$ cat config.mk
export PLATFORM = sky130hd
export DESIGN_NAME = serial_flow_ctrl
export DESIGN_NICKNAME = d
export VERILOG_FILES = /design/src/rtl/flow_pkg.sv /design/src/rtl/flow_rst_sync.sv /design/src/rtl/flow_state_reg.sv /design/src/rtl/flow_rx_path.sv /design/src/rtl/flow_throttle.sv /design/src/rtl/flow_tx_arb.sv /design/src/rtl/serial_flow_ctrl.sv
export SDC_FILE = /design/constraint.sdc
export NUM_CORES = 1
export LEC_CHECK = 0
export CAP_MARGIN = 20
export CORE_ASPECT_RATIO = 2
export CORE_MARGIN = 3
export CORE_UTILIZATION = 30
export DETAILED_ROUTE_END_ITERATION = 10
export PLACE_DENSITY_LB_ADDON = 0.25
export SYNTH_ARGS = -nofsm -noshare
export SYNTH_HDL_FRONTEND = slang
export SYNTH_HIERARCHICAL = 1
export SYNTH_SLANG_ARGS = --single-unit
export TNS_END_PERCENT = 1
$ cat constraint.sdc
create_clock -name clk -period 5.75 [get_ports clk]
set_clock_uncertainty 0.15 [all_clocks]
set_input_delay 0.575 -clock clk [delete_from_list [all_inputs] [get_ports clk]]
set_output_delay 0.575 -clock clk [all_outputs]
set_load 0.01 [all_outputs]
$ cat src/rtl/flow_pkg.sv
package flow_pkg;
  localparam int ST_W       = 32;
  localparam int B_XMODE    = 0;
  localparam int B_DCD_IGN  = 1;
  localparam int B_DSR_IGN  = 2;
  localparam int B_DTR_OFF  = 3;
  localparam int B_RX_STOP  = 16;
  localparam int B_HOLD     = 17;
  localparam int B_DCD      = 18;
  localparam int B_DSR      = 19;
  localparam int B_RI       = 20;
  localparam logic [ST_W-1:0] HW_BITS = 32'h001F_0000;

  typedef enum logic [1:0] {
    TX_IDLE = 2'd0,
    TX_CTRL = 2'd1,
    TX_DATA = 2'd2
  } tx_sel_e;
endpackage

$ cat src/rtl/flow_rst_sync.sv
module flow_rst_sync (
  input  logic clk,
  input  logic rst_n_i,
  output logic rst_n_o
);
  logic [1:0] sync_q;

  always_ff @(posedge clk or negedge rst_n_i) begin
    if (!rst_n_i) sync_q <= 2'b00;
    else          sync_q <= {sync_q[0], 1'b1};
  end

  assign rst_n_o = sync_q[1];
endmodule

$ cat src/rtl/flow_state_reg.sv
module flow_state_reg
  import flow_pkg::*;
(
  input  logic            clk,
  input  logic            rst_n,
  input  logic            wr_i,
  input  logic [ST_W-1:0] and_i,
  input  logic [ST_W-1:0] eor_i,
  input  logic            stop_i,
  input  logic            hold_i,
  input  logic            dcd_n_i,
  input  logic            dsr_n_i,
  input  logic            ri_i,
  output logic [ST_W-1:0] state_o,
  output logic [ST_W-1:0] old_o
);
  logic [ST_W-1:0] sw_q, sw_d;
  logic [ST_W-1:0] old_q, old_d;
  logic [2:0]      mir_q, mir_d;

  // assembled view: software bits plus hardware-owned bits
  always_comb begin
    state_o            = sw_q & ~HW_BITS;
    state_o[B_RX_STOP] = stop_i;
    state_o[B_HOLD]    = hold_i;
    state_o[B_DCD]     = mir_q[0];
    state_o[B_DSR]     = mir_q[1];
    state_o[B_RI]      = mir_q[2];
  end

  always_comb begin
    sw_d  = ((state_o & and_i) ^ eor_i) & ~HW_BITS;
    old_d = state_o;
    mir_d = {ri_i, dsr_n_i, dcd_n_i};
  end

  always_ff @(posedge clk or negedge rst_n) begin
    if (!rst_n) begin
      sw_q  <= '0;
      old_q <= '0;
      mir_q <= '0;
    end else begin
      mir_q <= mir_d;
      if (wr_i) begin
        sw_q  <= sw_d;
        old_q <= old_d;
      end
    end
  end

  assign old_o = old_q;

  AST_STATE_MASKED: assert property (@(posedge clk) disable iff (!rst_n)
    wr_i |=> ((state_o & ~HW_BITS) ==
              ((($past(state_o) & $past(and_i)) ^ $past(eor_i)) & ~HW_BITS)));
  AST_OLD_KEPT: assert property (@(posedge clk) disable iff (!rst_n)
    wr_i |=> (old_o == $past(state_o)));
  AST_MIRROR_DCD: assert property (@(posedge clk) disable iff (!rst_n)
    rst_n |=> (state_o[B_DCD] == $past(dcd_n_i)));
  AST_MIRROR_RI: assert property (@(posedge clk) disable iff (!rst_n)
    rst_n |=> (state_o[B_RI] == $past(ri_i)));
endmodule

$ cat src/rtl/flow_rx_path.sv
module flow_rx_path #(
  parameter int                 DATA_W    = 8,
  parameter logic [DATA_W-1:0]  XON_CODE  = 'h11,
  parameter logic [DATA_W-1:0]  XOFF_CODE = 'h13
) (
  input  logic              clk,
  input  logic              rst_n,
  input  logic              rx_valid_i,
  input  logic [DATA_W-1:0] rx_data_i,
  input  logic              xmode_i,
  input  logic              dcd_ign_i,
  input  logic              dcd_n_i,
  input  logic              dcd_q_i,
  output logic              rxb_wr_o,
  output logic [DATA_W-1:0] rxb_data_o,
  output logic              stop_o,
  output logic              evt_o,
  output logic              stored_o
);
  logic              lost;
  logic              is_xon, is_xoff, is_ctrl;
  logic              drop;
  logic              stop_q, stop_d;
  logic              evt_q, evt_d;
  logic              wr_q, wr_d;
  logic [DATA_W-1:0] data_q;

  always_comb begin
    lost     = !dcd_ign_i && dcd_n_i;
    is_xon   = xmode_i && (rx_data_i == XON_CODE);
    is_xoff  = xmode_i && (rx_data_i == XOFF_CODE);
    is_ctrl  = is_xon || is_xoff;
    drop     = rx_valid_i && lost;
    stored_o = rx_valid_i && !lost && !is_ctrl;
    wr_d     = stored_o;
    evt_d    = drop || (!dcd_ign_i && dcd_n_i && !dcd_q_i);
    stop_d   = stop_q;
    if (!xmode_i)                              stop_d = 1'b0;
    else if (rx_valid_i && !lost && is_xoff)   stop_d = 1'b1;
    else if (rx_valid_i && !lost && is_xon)    stop_d = 1'b0;
  end

  always_ff @(posedge clk or negedge rst_n) begin
    if (!rst_n) begin
      stop_q <= 1'b0;
      evt_q  <= 1'b0;
      wr_q   <= 1'b0;
      data_q <= '0;
    end else begin
      stop_q <= stop_d;
      evt_q  <= evt_d;
      wr_q   <= wr_d;
      if (stored_o) data_q <= rx_data_i;
    end
  end

  assign rxb_wr_o   = wr_q;
  assign rxb_data_o = data_q;
  assign stop_o     = stop_q;
  assign evt_o      = evt_q;

  AST_XOFF_STOPS: assert property (@(posedge clk) disable iff (!rst_n)
    (rx_valid_i && xmode_i && !lost && rx_data_i == XOFF_CODE) |=> stop_o);
  AST_CTRL_NOT_STORED: assert property (@(posedge clk) disable iff (!rst_n)
    (rx_valid_i && is_ctrl) |=> !rxb_wr_o);
  AST_STOP_OFF_MODE: assert property (@(posedge clk) disable iff (!rst_n)
    !xmode_i |=> !stop_o);
  AST_LOST_DROPS: assert property (@(posedge clk) disable iff (!rst_n)
    (rx_valid_i && lost) |=> (evt_o && !rxb_wr_o));
endmodule

$ cat src/rtl/flow_throttle.sv
module flow_throttle #(
  parameter int CNT_W = 6
) (
  input  logic             clk,
  input  logic             rst_n,
  input  logic             xmode_i,
  input  logic             stored_i,
  input  logic             rxb_rd_i,
  input  logic [CNT_W-1:0] rxb_free_i,
  input  logic [CNT_W-1:0] thresh_i,
  input  logic             taken_i,
  output logic             hold_o,
  output logic             rts_o,
  output logic             pend_vld_o,
  output logic             pend_xoff_o
);
  logic           near_full, released, throttle;
  logic [CNT_W:0] free_inc;
  logic           hold_q, hold_d;
  logic           rtsh_q, rtsh_d;
  logic           pend_q, pend_d;
  logic           xoff_q, xoff_d;

  always_comb begin
    free_inc  = {1'b0, rxb_free_i} + {{CNT_W{1'b0}}, 1'b1};
    near_full = (rxb_free_i <= thresh_i);
    released  = rxb_rd_i && (free_inc > {1'b0, thresh_i});
    throttle  = stored_i && near_full;

    hold_d = hold_q;
    rtsh_d = rtsh_q;
    pend_d = pend_q && !taken_i;
    xoff_d = xoff_q;
    if (!xmode_i) begin
      hold_d = 1'b0;
      pend_d = 1'b0;
      if (throttle)                rtsh_d = 1'b1;
      else if (released && rtsh_q) rtsh_d = 1'b0;
    end else begin
      rtsh_d = 1'b0;
      if (throttle && !hold_q) begin
        hold_d = 1'b1;
        pend_d = 1'b1;
        xoff_d = 1'b1;
      end else if (released && hold_q) begin
        hold_d = 1'b0;
        pend_d = 1'b1;
        xoff_d = 1'b0;
      end
    end
  end

  always_ff @(posedge clk or negedge rst_n) begin
    if (!rst_n) begin
      hold_q <= 1'b0;
      rtsh_q <= 1'b0;
      pend_q <= 1'b0;
      xoff_q <= 1'b0;
    end else begin
      hold_q <= hold_d;
      rtsh_q <= rtsh_d;
      pend_q <= pend_d;
      xoff_q <= xoff_d;
    end
  end

  assign hold_o      = hold_q;
  assign rts_o       = !rtsh_q;
  assign pend_vld_o  = pend_q;
  assign pend_xoff_o = xoff_q;

  AST_XOFF_QUEUED: assert property (@(posedge clk) disable iff (!rst_n)
    $rose(hold_o) |-> (pend_vld_o && pend_xoff_o));
  AST_XON_QUEUED: assert property (@(posedge clk) disable iff (!rst_n)
    (xmode_i && $fell(hold_o)) |-> (pend_vld_o && !pend_xoff_o));
  AST_RTS_HIGH_XMODE: assert property (@(posedge clk) disable iff (!rst_n)
    xmode_i |=> rts_o);
  AST_NO_CODE_RTS_MODE: assert property (@(posedge clk) disable iff (!rst_n)
    !xmode_i |=> (!pend_vld_o && !hold_o));
endmodule

$ cat src/rtl/flow_tx_arb.sv
module flow_tx_arb
  import flow_pkg::*;
#(
  parameter int                DATA_W    = 8,
  parameter logic [DATA_W-1:0] XON_CODE  = 'h11,
  parameter logic [DATA_W-1:0] XOFF_CODE = 'h13
) (
  input  logic              clk,
  input  logic              rst_n,
  input  logic              pend_vld_i,
  input  logic              pend_xoff_i,
  input  logic              txb_valid_i,
  input  logic [DATA_W-1:0] txb_data_i,
  input  logic              cts_i,
  input  logic              dsr_n_i,
  input  logic              dsr_ign_i,
  input  logic              stop_i,
  input  logic              tx_ready_i,
  output logic              tx_valid_o,
  output logic [DATA_W-1:0] tx_data_o,
  output logic              txb_pop_o,
  output logic              taken_o
);
  tx_sel_e sel;
  logic    data_ok;

  always_comb begin
    data_ok = txb_valid_i && !stop_i && (dsr_ign_i || !dsr_n_i);
    if (!cts_i)          sel = TX_IDLE;
    else if (pend_vld_i) sel = TX_CTRL;
    else if (data_ok)    sel = TX_DATA;
    else                 sel = TX_IDLE;
  end

  always_comb begin
    tx_valid_o = (sel != TX_IDLE);
    txb_pop_o  = (sel == TX_DATA) && tx_ready_i;
    taken_o    = (sel == TX_CTRL) && tx_ready_i;
    case (sel)
      TX_CTRL: tx_data_o = pend_xoff_i ? XOFF_CODE : XON_CODE;
      TX_DATA: tx_data_o = txb_data_i;
      default: tx_data_o = '0;
    endcase
  end

  AST_POP_GATED: assert property (@(posedge clk) disable iff (!rst_n)
    txb_pop_o |-> (cts_i && !stop_i && (dsr_ign_i || !dsr_n_i) && tx_ready_i));
  AST_CODE_FIRST: assert property (@(posedge clk) disable iff (!rst_n)
    (pend_vld_i && cts_i) |-> (tx_valid_o && !txb_pop_o));
  AST_NO_CTS_QUIET: assert property (@(posedge clk) disable iff (!rst_n)
    !cts_i |-> !tx_valid_o);
  AST_ONE_SOURCE: assert property (@(posedge clk) disable iff (!rst_n)
    !(txb_pop_o && taken_o));
endmodule

$ cat src/rtl/serial_flow_ctrl.sv
module serial_flow_ctrl
  import flow_pkg::*;
#(
  parameter int                DATA_W    = 8,
  parameter int                CNT_W     = 6,
  parameter logic [DATA_W-1:0] XON_CODE  = 'h11,
  parameter logic [DATA_W-1:0] XOFF_CODE = 'h13
) (
  input  logic              clk,
  input  logic              rst_n,
  input  logic              st_wr,
  input  logic [31:0]       st_and,
  input  logic [31:0]       st_eor,
  output logic [31:0]       st_cur,
  output logic [31:0]       st_old,
  input  logic              rx_valid,
  input  logic [DATA_W-1:0] rx_data,
  output logic              rxb_wr,
  output logic [DATA_W-1:0] rxb_data,
  input  logic [CNT_W-1:0]  rxb_free,
  input  logic [CNT_W-1:0]  free_thresh,
  input  logic              rxb_rd,
  input  logic              txb_valid,
  input  logic [DATA_W-1:0] txb_data,
  output logic              txb_pop,
  input  logic              tx_ready,
  output logic              tx_valid,
  output logic [DATA_W-1:0] tx_data,
  input  logic              cts,
  input  logic              dsr_n,
  input  logic              dcd_n,
  input  logic              ri,
  output logic              rts,
  output logic              dtr,
  output logic              evt
);
  logic rst_sn;
  logic stop, hold, stored, taken, pend_vld, pend_xoff;

  flow_rst_sync u_rst (
    .clk     (clk),
    .rst_n_i (rst_n),
    .rst_n_o (rst_sn)
  );

  flow_state_reg u_state (
    .clk     (clk),
    .rst_n   (rst_sn),
    .wr_i    (st_wr),
    .and_i   (st_and),
    .eor_i   (st_eor),
    .stop_i  (stop),
    .hold_i  (hold),
    .dcd_n_i (dcd_n),
    .dsr_n_i (dsr_n),
    .ri_i    (ri),
    .state_o (st_cur),
    .old_o   (st_old)
  );

  flow_rx_path #(
    .DATA_W    (DATA_W),
    .XON_CODE  (XON_CODE),
    .XOFF_CODE (XOFF_CODE)
  ) u_rx (
    .clk        (clk),
    .rst_n      (rst_sn),
    .rx_valid_i (rx_valid),
    .rx_data_i  (rx_data),
    .xmode_i    (st_cur[B_XMODE]),
    .dcd_ign_i  (st_cur[B_DCD_IGN]),
    .dcd_n_i    (dcd_n),
    .dcd_q_i    (st_cur[B_DCD]),
    .rxb_wr_o   (rxb_wr),
    .rxb_data_o (rxb_data),
    .stop_o     (stop),
    .evt_o      (evt),
    .stored_o   (stored)
  );

  flow_throttle #(
    .CNT_W (CNT_W)
  ) u_thr (
    .clk         (clk),
    .rst_n       (rst_sn),
    .xmode_i     (st_cur[B_XMODE]),
    .stored_i    (stored),
    .rxb_rd_i    (rxb_rd),
    .rxb_free_i  (rxb_free),
    .thresh_i    (free_thresh),
    .taken_i     (taken),
    .hold_o      (hold),
    .rts_o       (rts),
    .pend_vld_o  (pend_vld),
    .pend_xoff_o (pend_xoff)
  );

  flow_tx_arb #(
    .DATA_W    (DATA_W),
    .XON_CODE  (XON_CODE),
    .XOFF_CODE (XOFF_CODE)
  ) u_tx (
    .clk         (clk),
    .rst_n       (rst_sn),
    .pend_vld_i  (pend_vld),
    .pend_xoff_i (pend_xoff),
    .txb_valid_i (txb_valid),
    .txb_data_i  (txb_data),
    .cts_i       (cts),
    .dsr_n_i     (dsr_n),
    .dsr_ign_i   (st_cur[B_DSR_IGN]),
    .stop_i      (stop),
    .tx_ready_i  (tx_ready),
    .tx_valid_o  (tx_valid),
    .tx_data_o   (tx_data),
    .txb_pop_o   (txb_pop),
    .taken_o     (taken)
  );

  assign dtr = !st_cur[B_DTR_OFF];

  AST_WRITE_SPARES_HW: assert property (@(posedge clk) disable iff (!rst_sn)
    (st_wr && !rx_valid && !rxb_rd) |=> (st_cur[B_HOLD] == $past(st_cur[B_HOLD])));
endmodule

Yosys cells after proc, flatten, opt, wreduce, memory -nomap -nowiden

Cells that the tools add are included.

Multiplexer cells: 17
Add/subtract/negate cells: 1
Bitwise logic cells: 2
Reduce and logical (&&, ||, !) cells: 36
Order comparisons: 2
Equal/unequal tests: 6

Operators by type and width:

| kind                | number |
|---|---|
| $and 32x32->32      | 1 |
| $xor 32x32->32      | 1 |
| $logic_and 1x1->1   | 19 |
| $eq 8x5->1 const B  | 2 |
| $pmux 8 s2          | 1 |
| $mux 1              | 12 |
| $logic_not 1->1     | 10 |
| $mux 2              | 4 |
| $add 6x1->7 const B | 1 |
| $gt 7x6->1          | 1 |
| $le 6x6->1          | 1 |
| $ne 3x1->1 const B  | 2 |
| $reduce_bool 2->1   | 2 |
| $logic_or 1x1->1    | 3 |
| $reduce_bool 3->1   | 1 |
| $eq 2x1->1 const B  | 1 |
| $eq 2x2->1 const B  | 1 |
| $reduce_and 2->1    | 1 |

Flip-flop bits (word level): 79
Logic and storage cells: 76

Longest topological paths before layout

Gate-level depths: netlist of run 1.

Depth in word-level cells: 13
Gate-level depth with buffers: 9

By module

Netlist of run 1, hierarchy kept.

Modules (own cells, without submodules):

| module           | cells an instance | times used | area each (µm²) |
|---|---|---|---|
| flow_state_reg   | 216               | 1          | 2,695.1 |
| flow_throttle    | 66                | 1          | 576.8 |
| flow_rx_path     | 30                | 1          | 460.4 |
| flow_tx_arb      | 20                | 1          | 126.4 |
| flow_rst_sync    | 3                 | 1          | 53.8 |
| serial_flow_ctrl | 1                 | 1          | 3.8 |

Worst setup path before layout of run 1

Ideal clock, no wire load.

Kind: input-to-reg
Start: input rxb_free[0]
End: register u_thr.xoff_q (netlist: u_thr/pend_xoff_o)
Library setup time: 123 ps
Stages on the path: 9
Slack: 3,295 ps
Data required time: 5,477 ps
Data arrival time: 2,182 ps
Cell sequence: ha_1 > and3_4 > xor2_1 > ha_1 > nand3_1 > a21o_2 > a311oi_2 > nand3_1 > nor2b_1

Longest elaborated chain between the ends: 6
Elaborated cells on any way between the ends: 10

Ends and longest elaborated chain:

| item                        | RTL line               | source |
|---|---|---|
| start, declared             | serial_flow_ctrl.sv:20 | `input logic [CNT_W-1:0] rxb_free,` |
| $add 6x1->7                 | flow_throttle.sv:25    | `free_inc = {1'b0, rxb_free_i} + {{CNT_W{1'b0}}, 1'b1};` |
| $gt 7x6->1                  | flow_throttle.sv:27    | `released = rxb_rd_i && (free_inc > {1'b0, thresh_i});` |
| $logic_and 1x1->1           | flow_throttle.sv:27    |  |
| $logic_and 1x1->1           | flow_throttle.sv:45    | `end else if (released && hold_q) begin` |
| $reduce_bool 2->1 (no line) | n/a                    |  |
| $reduce_and 2->1 (no line)  | n/a                    |  |
| end signal, assigned        | flow_throttle.sv:63    | `xoff_q <= xoff_d;` |
| end, declared               | flow_throttle.sv:22    | `logic xoff_q, xoff_d;` |

Parallel ways exist; a longest one is shown, timed or not.
A chain may end at the register's enable or synchronous reset.

Worst setup path after layout of run 1

Ends and elaborated chain as after synthesis.

==> flow_summary.yaml, run 1 <==
timing:
  worst_pin_slew_ns: 0.5522
  max_slew_margin_pct: 63.18
  setup_viol_count_final: 0
  finalMaxSlewViolations: 0
  fin_crit_ns: 2.942
  clock.fmax_ghz: 0.3399
  hold_viol_final: 0
  setup_tns_ns: 0
  finalCritPeriodShare_pct: 51.17
  rsz0062_at_grt: "no"
detailed_routing:
  wl_per_cell_um: 16.27
  vias: 3325
  drtPass1Iterations: 4
  antenna_left: 0
  drtIter0Drc: 85
  routed_wl_mm: 10.87
  drc: 0
  viasPerCell: 4.978
layout:
  nFillCells: 1169
  register_area_sq_um: 1981
  final_cell_area_sq_um: 6167
  nNetsFinal: 629
  layout-drive-gt1-share_pct: 9.846
  postLayoutCoreUtil_pct: 48.56
  multiInputGateArea_sq_um: 1765
  antennaDiodeCount: 0
  area_delta_synth_final_pct: 57.48
place:
  place_congestion: 0.8052
  place_area_sq_um: 5781
  dpl.hpwl_mm: 8.405
  portBuffers: 178
synth:
  synthArstFlopShare_pct: 100.0
  synth_warnings: 6
  synth_top_cell_by_area: "dfrtp_1"
  synth_nets: 452
  yosys.cell_count.top_type: "dfrtp_1"
  synth_common_cells: "dfrtp_1 (79), a21oi_1 (31), a211oi_1 (28), and4_1 (28), nor2_1 (28)"
  synth_top_area_share_pct: 50.48
  yosys.area_share.simple_pct: 15.11
  synth_compound_area_share_pct: 13.07
  synth_xor_area_share_pct: 0.8946
  synth_mux_area_share_pct: 11.76
  synth_top_family_by_area: "simple AND/OR/NAND/NOR gates"
  syn_area_per_cell_sq_um: 11.66
  synth_fa_ha_area_share_pct: 4.153
  synthFlopType: "dfrtp_1"
  syn_inst: 336
  synthTopCellsByArea: "dfrtp_1 (50%), mux2_2 (6.6%), and4_1 (6.3%), a211oi_1 (5.4%), mux2_1 (4.9%)"
  synth_cell_types: 47
  synth-seq-cells: 79
  synth_edf_count: 0
  ys_seq_area_share_pct: 50.48
  synth_area_sq_um: 3916
grt:
  grt_util_met2_pct: 28.07
  gr-max-usage-layer: "met2"
  grt_first_pass_wirelength_mm: 17.23
  antenna_found_initial: 0
  gr-total-overflow: 0
  grt_util_met3_pct: 3.545
  met1_usage_pct: 15.90
  grt_max_degree: 114
  grt_pass1_vias: 3431
  grt.total_usage_pct: 15.07
floorplanning:
  rows: 58
  start_util_pct: 30.84
  core_area_sq_um: 12700
  die_area_sq_um: 14540
  io_pins: 189
  fp.dieH_um: 167.6
  die_w_um: 86.79
clock_tree:
  cts_tree: "yes"
  post_cts_buffers: 0
  cts-resized-gates: 0
  clk_pin_slew_worst_paths_ns: 0.06
  clock-sinks: 79
  cts_buffers: 9
  cts_hold_buf: 0
  h-tree-depth: 3
  cts-root-buf: "clkbuf_16"
  clk_latency_ns: 0.33
  clockBufferDepth: 2
critical_path:
  worstPathRequired_ns: 5.81
  cp_slowest_stage_delay_ns: 0.48
  cpMaxStageDelayCell: "clkdlybuf4s50_1"
  path_delay_family: "simple AND/OR/NAND/NOR gates"
  arrival_ns: 3.00
  crit_path_max_fanout: 5
  worstSetupStartpointType: "input port"
  crit_path_cell_trace: "clkdlybuf4s50_1 -> ha_1 -> and3_4 -> xor2_1 -> ha_1 -> nand3_1 -> a21o_2 -> a311oi_2 -> nand3_1 -> nor2b_1"
  reg2reg_slack_ns: 3.38
  critPathBufInv: 1
  criticalPathCategory: "input port to flop"
  end_kind: "flop"
pwr:
  combPwrFrac_pct: 27.3
  clkPwrFrac_pct: 34.1
  swShare_pct: 26.14
  leakage_nw: 2.550
  seq_power_share_pct: 38.5
  p_per_area_nw_per_um2: 305.4
  p_switching_uw: 492.3
  vdd_drop_max_uv: 231.9
  cell_internal_pwr_mw: 1.391
worst_hold_path:
  hp-class: "flop to asynchronous set/reset pin"
run_status:
  status: "completed"
flow_run:
  drv_cap: 0
## kinds of logic after synthesis
group / Yosys count
buffers and inverters: 32
AND/OR/NAND/NOR: 91
flip-flops: 79
XOR/XNOR: 4
multiplexers: 41
other: 1
adder cells (fa/ha/maj): 13
AO/OA/AOI/OAI: 75
## path summary, 6_finish.rpt
| path | start | endpoint | cells after the start |
|---|---|---|---|
| worst max-delay path | rxb_free[0] | u_thr/pend_xoff_o | 10 |
| worst min-delay path | u_rst/sync_q[1] | u_state/old_o[3] | 0 |
| worst max register to register | u_state/sw_q[0] | u_thr/pend_vld_o | 7 |
| worst min register to register | u_rst/sync_q[1] | u_state/old_o[3] | 0 |
| max in group asynchronous | u_rst/sync_q[1] | u_state/old_o[28] | 1 |
| min in group clk | u_rst/sync_q[0] | u_rst/sync_q[1] | 0 |
## final cells by class
class                      instances  area share (%)
clock buffer                      11           3.774
clock inverter                     5           1.724
inverter                          18           1.096
multi-input combinational        225           28.63
sequential                        79           32.12
tap                              150           3.043
timing repair buffer             180           29.62
## cell usage in the layout (no fill, tap or decap), types with 2 or more instances in the layout
cell / synthesis / layout
ha_1: 13 / 13
nand2b_1: 2 / 2
and2_1: 6 / 6
clkdlybuf4s50_1: 0 / 177
and3_4: 2 / 2
nand3_1: 7 / 7
nand3b_1: 2 / 2
a21oi_1: 31 / 31
bufinv_16: 0 / 3
dfrtp_1: 79 / 78
xnor2_1: 2 / 2
clkbuf_1: 2 / 2
nand2_1: 4 / 4
mux2_2: 23 / 23
o21ai_0: 3 / 3
xor2_1: 2 / 2
a211oi_1: 28 / 28
and4_1: 28 / 28
mux2_1: 17 / 17
o21ai_1: 2 / 2
inv_1: 18 / 18
nor2_1: 28 / 28
nor2b_1: 2 / 2
clkbuf_16: 0 / 9
## stage by stage
stage / cells / hold slack, ns / total power, mW / setup WS [ns]
after floorplan: 336 / 0.1294 / 0.9291 / 3.237
after global placement: 650 / 0.1869 / 1.238 / 2.529
after detailed placement: 650 / 0.1926 / 1.253 / 2.478
after CTS: 666 / 0.2057 / 1.910 / 2.839
after global routing: 668 / 0.1559 / 1.987 / 2.736
final: 668 / 0.1174 / 1.883 / 2.808
## per-layer routing
layer	wire (um)	share of wire, %	vias up
met1	3840	35	1602
met3	667	6.1	12
li1	-	-	1603
met5	0	0	-
met4	188	1.7	0
met2	6175	57	108
## registers in the layout, summed over array words and instances (netlist names)
signal,flops
u_rst/sync_q,2
u_rx/evt_o,1
u_rx/rxb_data_o,8
u_rx/rxb_wr_o,1
u_rx/stop_o,1
u_state/mir_q,3
u_state/old_o,32
u_state/sw_q,27
u_thr/hold_o,1
u_thr/pend_vld_o,1
u_thr/pend_xoff_o,1
u_thr/rtsh_q,1
## worst reg2reg max path, stage by stage, from the launching register on
cell,delay [ns]
dfrtp_1,0.56
or4bb_4,0.61
o211ai_4,0.35
inv_1,0.17
nand2_1,0.12
nor4_1,0.05
o21ai_0,0.17
nand2_1,0.06
## power by group through the flow
stage	Combinational (mW)	Clock [mW]	Sequential (mW)
floorplan	0.159	0	0.770
CTS	0.512	0.665	0.734
detailed placement	0.509	0	0.743
global route	0.555	0.690	0.742
global placement	0.501	0	0.737
finish	0.515	0.643	0.726
Note: power is estimated with default switching activity, not from simulation.
==> run 2, diff against run 1 <==
clock period = 2.8 ns   (was 5.75 ns; I/O delays follow)
==> run 2 against run 1 <==
  * Worst setup slack got worse by 2.5 ns
  * Global-route usage increased by 0.083 points
  * Cell count increased by 0.90%
  * Core utilization decreased by 0.13 points
  * Largest power group unchanged
==> flow_summary.yaml, run 2 (synthesis results as in run 1) <==
run_status:
  status: "completed"
layout:
  nFillCells: 1186
  mostFrequentLayoutCell: "clkdlybuf4s50_1"
  multiInputGateArea_sq_um: 1765
  register_area_sq_um: 1981
  nNetsFinal: 636
  postLayoutCoreUtil_pct: 48.43
  instances_no_fill: 674
  antennaDiodeCount: 0
  most-common-layout-cells: "clkdlybuf4s50_1 (177), dfrtp_1 (78), a21oi_1 (31)"
  largest_reg_flops: 32
  layout-drive-gt1-share_pct: 10.88
  area_delta_synth_final_pct: 57.06
grt:
  gr-total-overflow: 0
  grt_max_degree: 74
  grt_first_pass_wirelength_mm: 17.37
  antenna_found_initial: 0
  grt.total_usage_pct: 15.15
  grt_pass1_vias: 3457
pwr:
  swShare_pct: 27.28
  power_mw: 3.680
  seq_power_share_pct: 40.3
  p_switching_mw: 1.004
  p_per_area_nw_per_um2: 598.3
  vdd_drop_max_uv: 372.6
  leakage_nw: 2.550
  clkPwrFrac_pct: 30.7
  cell_internal_pwr_mw: 2.676
  combPwrFrac_pct: 29.0
timing:
  hold_viol_final: 0
  finalCritPeriodShare_pct: 90.56
  fin_hold_ws_ns: 0.1554
  setup_ws_ns: 0.2644
  rsz0062_at_grt: "no"
  fin_crit_ns: 2.536
  finalMaxSlewViolations: 0
  worst_pin_slew_ns: 0.7160
  max_slew_margin_pct: 52.26
  clock.fmax_ghz: 0.3944
  setup_viol_count_final: 0
clock_tree:
  cts-root-buf: "clkbuf_16"
  clock-sinks: 79
  clockBufferDepth: 2
  clk_latency_ns: 0.33
  cts_buffers: 9
  cts_tree: "yes"
  h-tree-depth: 3
  clk_pin_slew_worst_paths_ns: 0.06
critical_path:
  critPathBufInv: 1
  path_delay_family: "compound AO/OA/AOI/OAI gates"
  worstSetupStartpointType: "input port"
  worstPathRequired_ns: 2.86
  crit_path_max_fanout: 4
  arrival_ns: 2.60
  crit_path_cell_trace: "clkdlybuf4s50_1 -> ha_1 -> and3_4 -> xor2_1 -> ha_1 -> nand3_1 -> a21o_2 -> a311oi_2 -> nand3_1 -> nor2b_1"
  end_kind: "flop"
  cp_slowest_stage_delay_ns: 0.47
  criticalPathCategory: "input port to flop"
  cpMaxStageDelayCell: "clkdlybuf4s50_1"
place:
  detailedPlace.worstSlack_ns: -0.09542
  place_congestion: 0.8804
  dpl.hpwl_mm: 8.573
  portBuffers: 178
  place_inst: 658
floorplanning:
  core_area_sq_um: 12700
  die_w_um: 86.79
  io_pins: 189
  start_util_pct: 30.84
  die_area_sq_um: 14540
  fp.dieH_um: 167.6
  rows: 58
detailed_routing:
  antenna_left: 0
  vias: 3350
  drtIter0Drc: 96
  viasPerCell: 4.970
  routed_wl_mm: 10.72
  drc: 0
  drtPass1Iterations: 4
  wl_per_cell_um: 15.91
flow_run:
  drv_cap: 0
worst_hold_path:
  hp-class: "flop to asynchronous set/reset pin"
run 2: cell count changes in the layout (fill, tap and decap cells not counted):
| cell | previous run | this run |
|---|---|---|
| buf_4 | 1 | 8 |
| clkinv_4 | 1 | 0 |
| clkinv_2 | 0 | 1 |
| clkbuf_1 | 2 | 1 |
| buf_16 | 1 | 0 |
| bufinv_16 | 3 | 1 |
| dlygate4sd3_1 | 0 | 1 |
| clkinvlp_4 | 1 | 2 |
| inv_6 | 0 | 1 |
run 2: final cells by class:
cell class	count	share of cell area [%]
Sequential cell	79	32.20
Multi-Input combinational cell	225	28.70
Timing Repair Buffer	187	30.27
Clock inverter	5	0.9561
Clock buffer	10	3.723
Inverter	18	1.098
Tap cell	150	3.051
run 2: worst paths after layout:
| path | slack, ns | end | from | depth (start not counted) |
|---|---|---|---|---|
| setup / recovery | 0.26 | u_thr/pend_xoff_o | rxb_free[1] | 10 |
| hold / removal | 0.16 | u_state/old_o[3] | u_rst/sync_q[1] | 0 |
| setup reg to reg | 0.76 | u_thr/pend_vld_o | u_state/sw_q[0] | 7 |
| hold reg to reg | 0.16 | u_state/old_o[3] | u_rst/sync_q[1] | 0 |
| max in group asynchronous | 1.67 | u_rx/rxb_data_o[0] | u_rst/sync_q[1] | 1 |
| min in group clk | 0.20 | u_rst/sync_q[1] | u_rst/sync_q[0] | 0 |
run 2: power groups by stage:
stage / Sequential (mW) / Combinational, mW / Clock [mW]
6_report: 1.48 / 1.07 / 1.13
5_1_grt: 1.52 / 1.16 / 1.23
4_1_cts: 1.49 / 1.09 / 1.17
3_5_place_dp: 1.51 / 1.08 / 0
3_3_place_gp: 1.50 / 1.06 / 0
2_1_floorplan: 1.58 / 0.327 / 0
run 2: per-stage QoR:
stage,area [sq um],TNS [ns]
after global routing,6151,0
final,6151,0
after CTS,6151,0
after global placement,5853,-0.01700
after detailed placement,5853,-0.1475
after floorplan,3916,0
run 2: what timing repair did:
action,in CTS,in global routing
gates resized for setup,0,0
setup buffers,0,0
endpoints found under the hold margin,2,0
hold buffers,1,0
run 2: layer usage:
layer  track usage [%]  share of wire (%)  wire length (um)
met1             16.26                 36              3872
met5                 0                  0                 0
met4             6.581                3.1               328
met3             4.284                6.4               689
met2             26.85                 54              5831
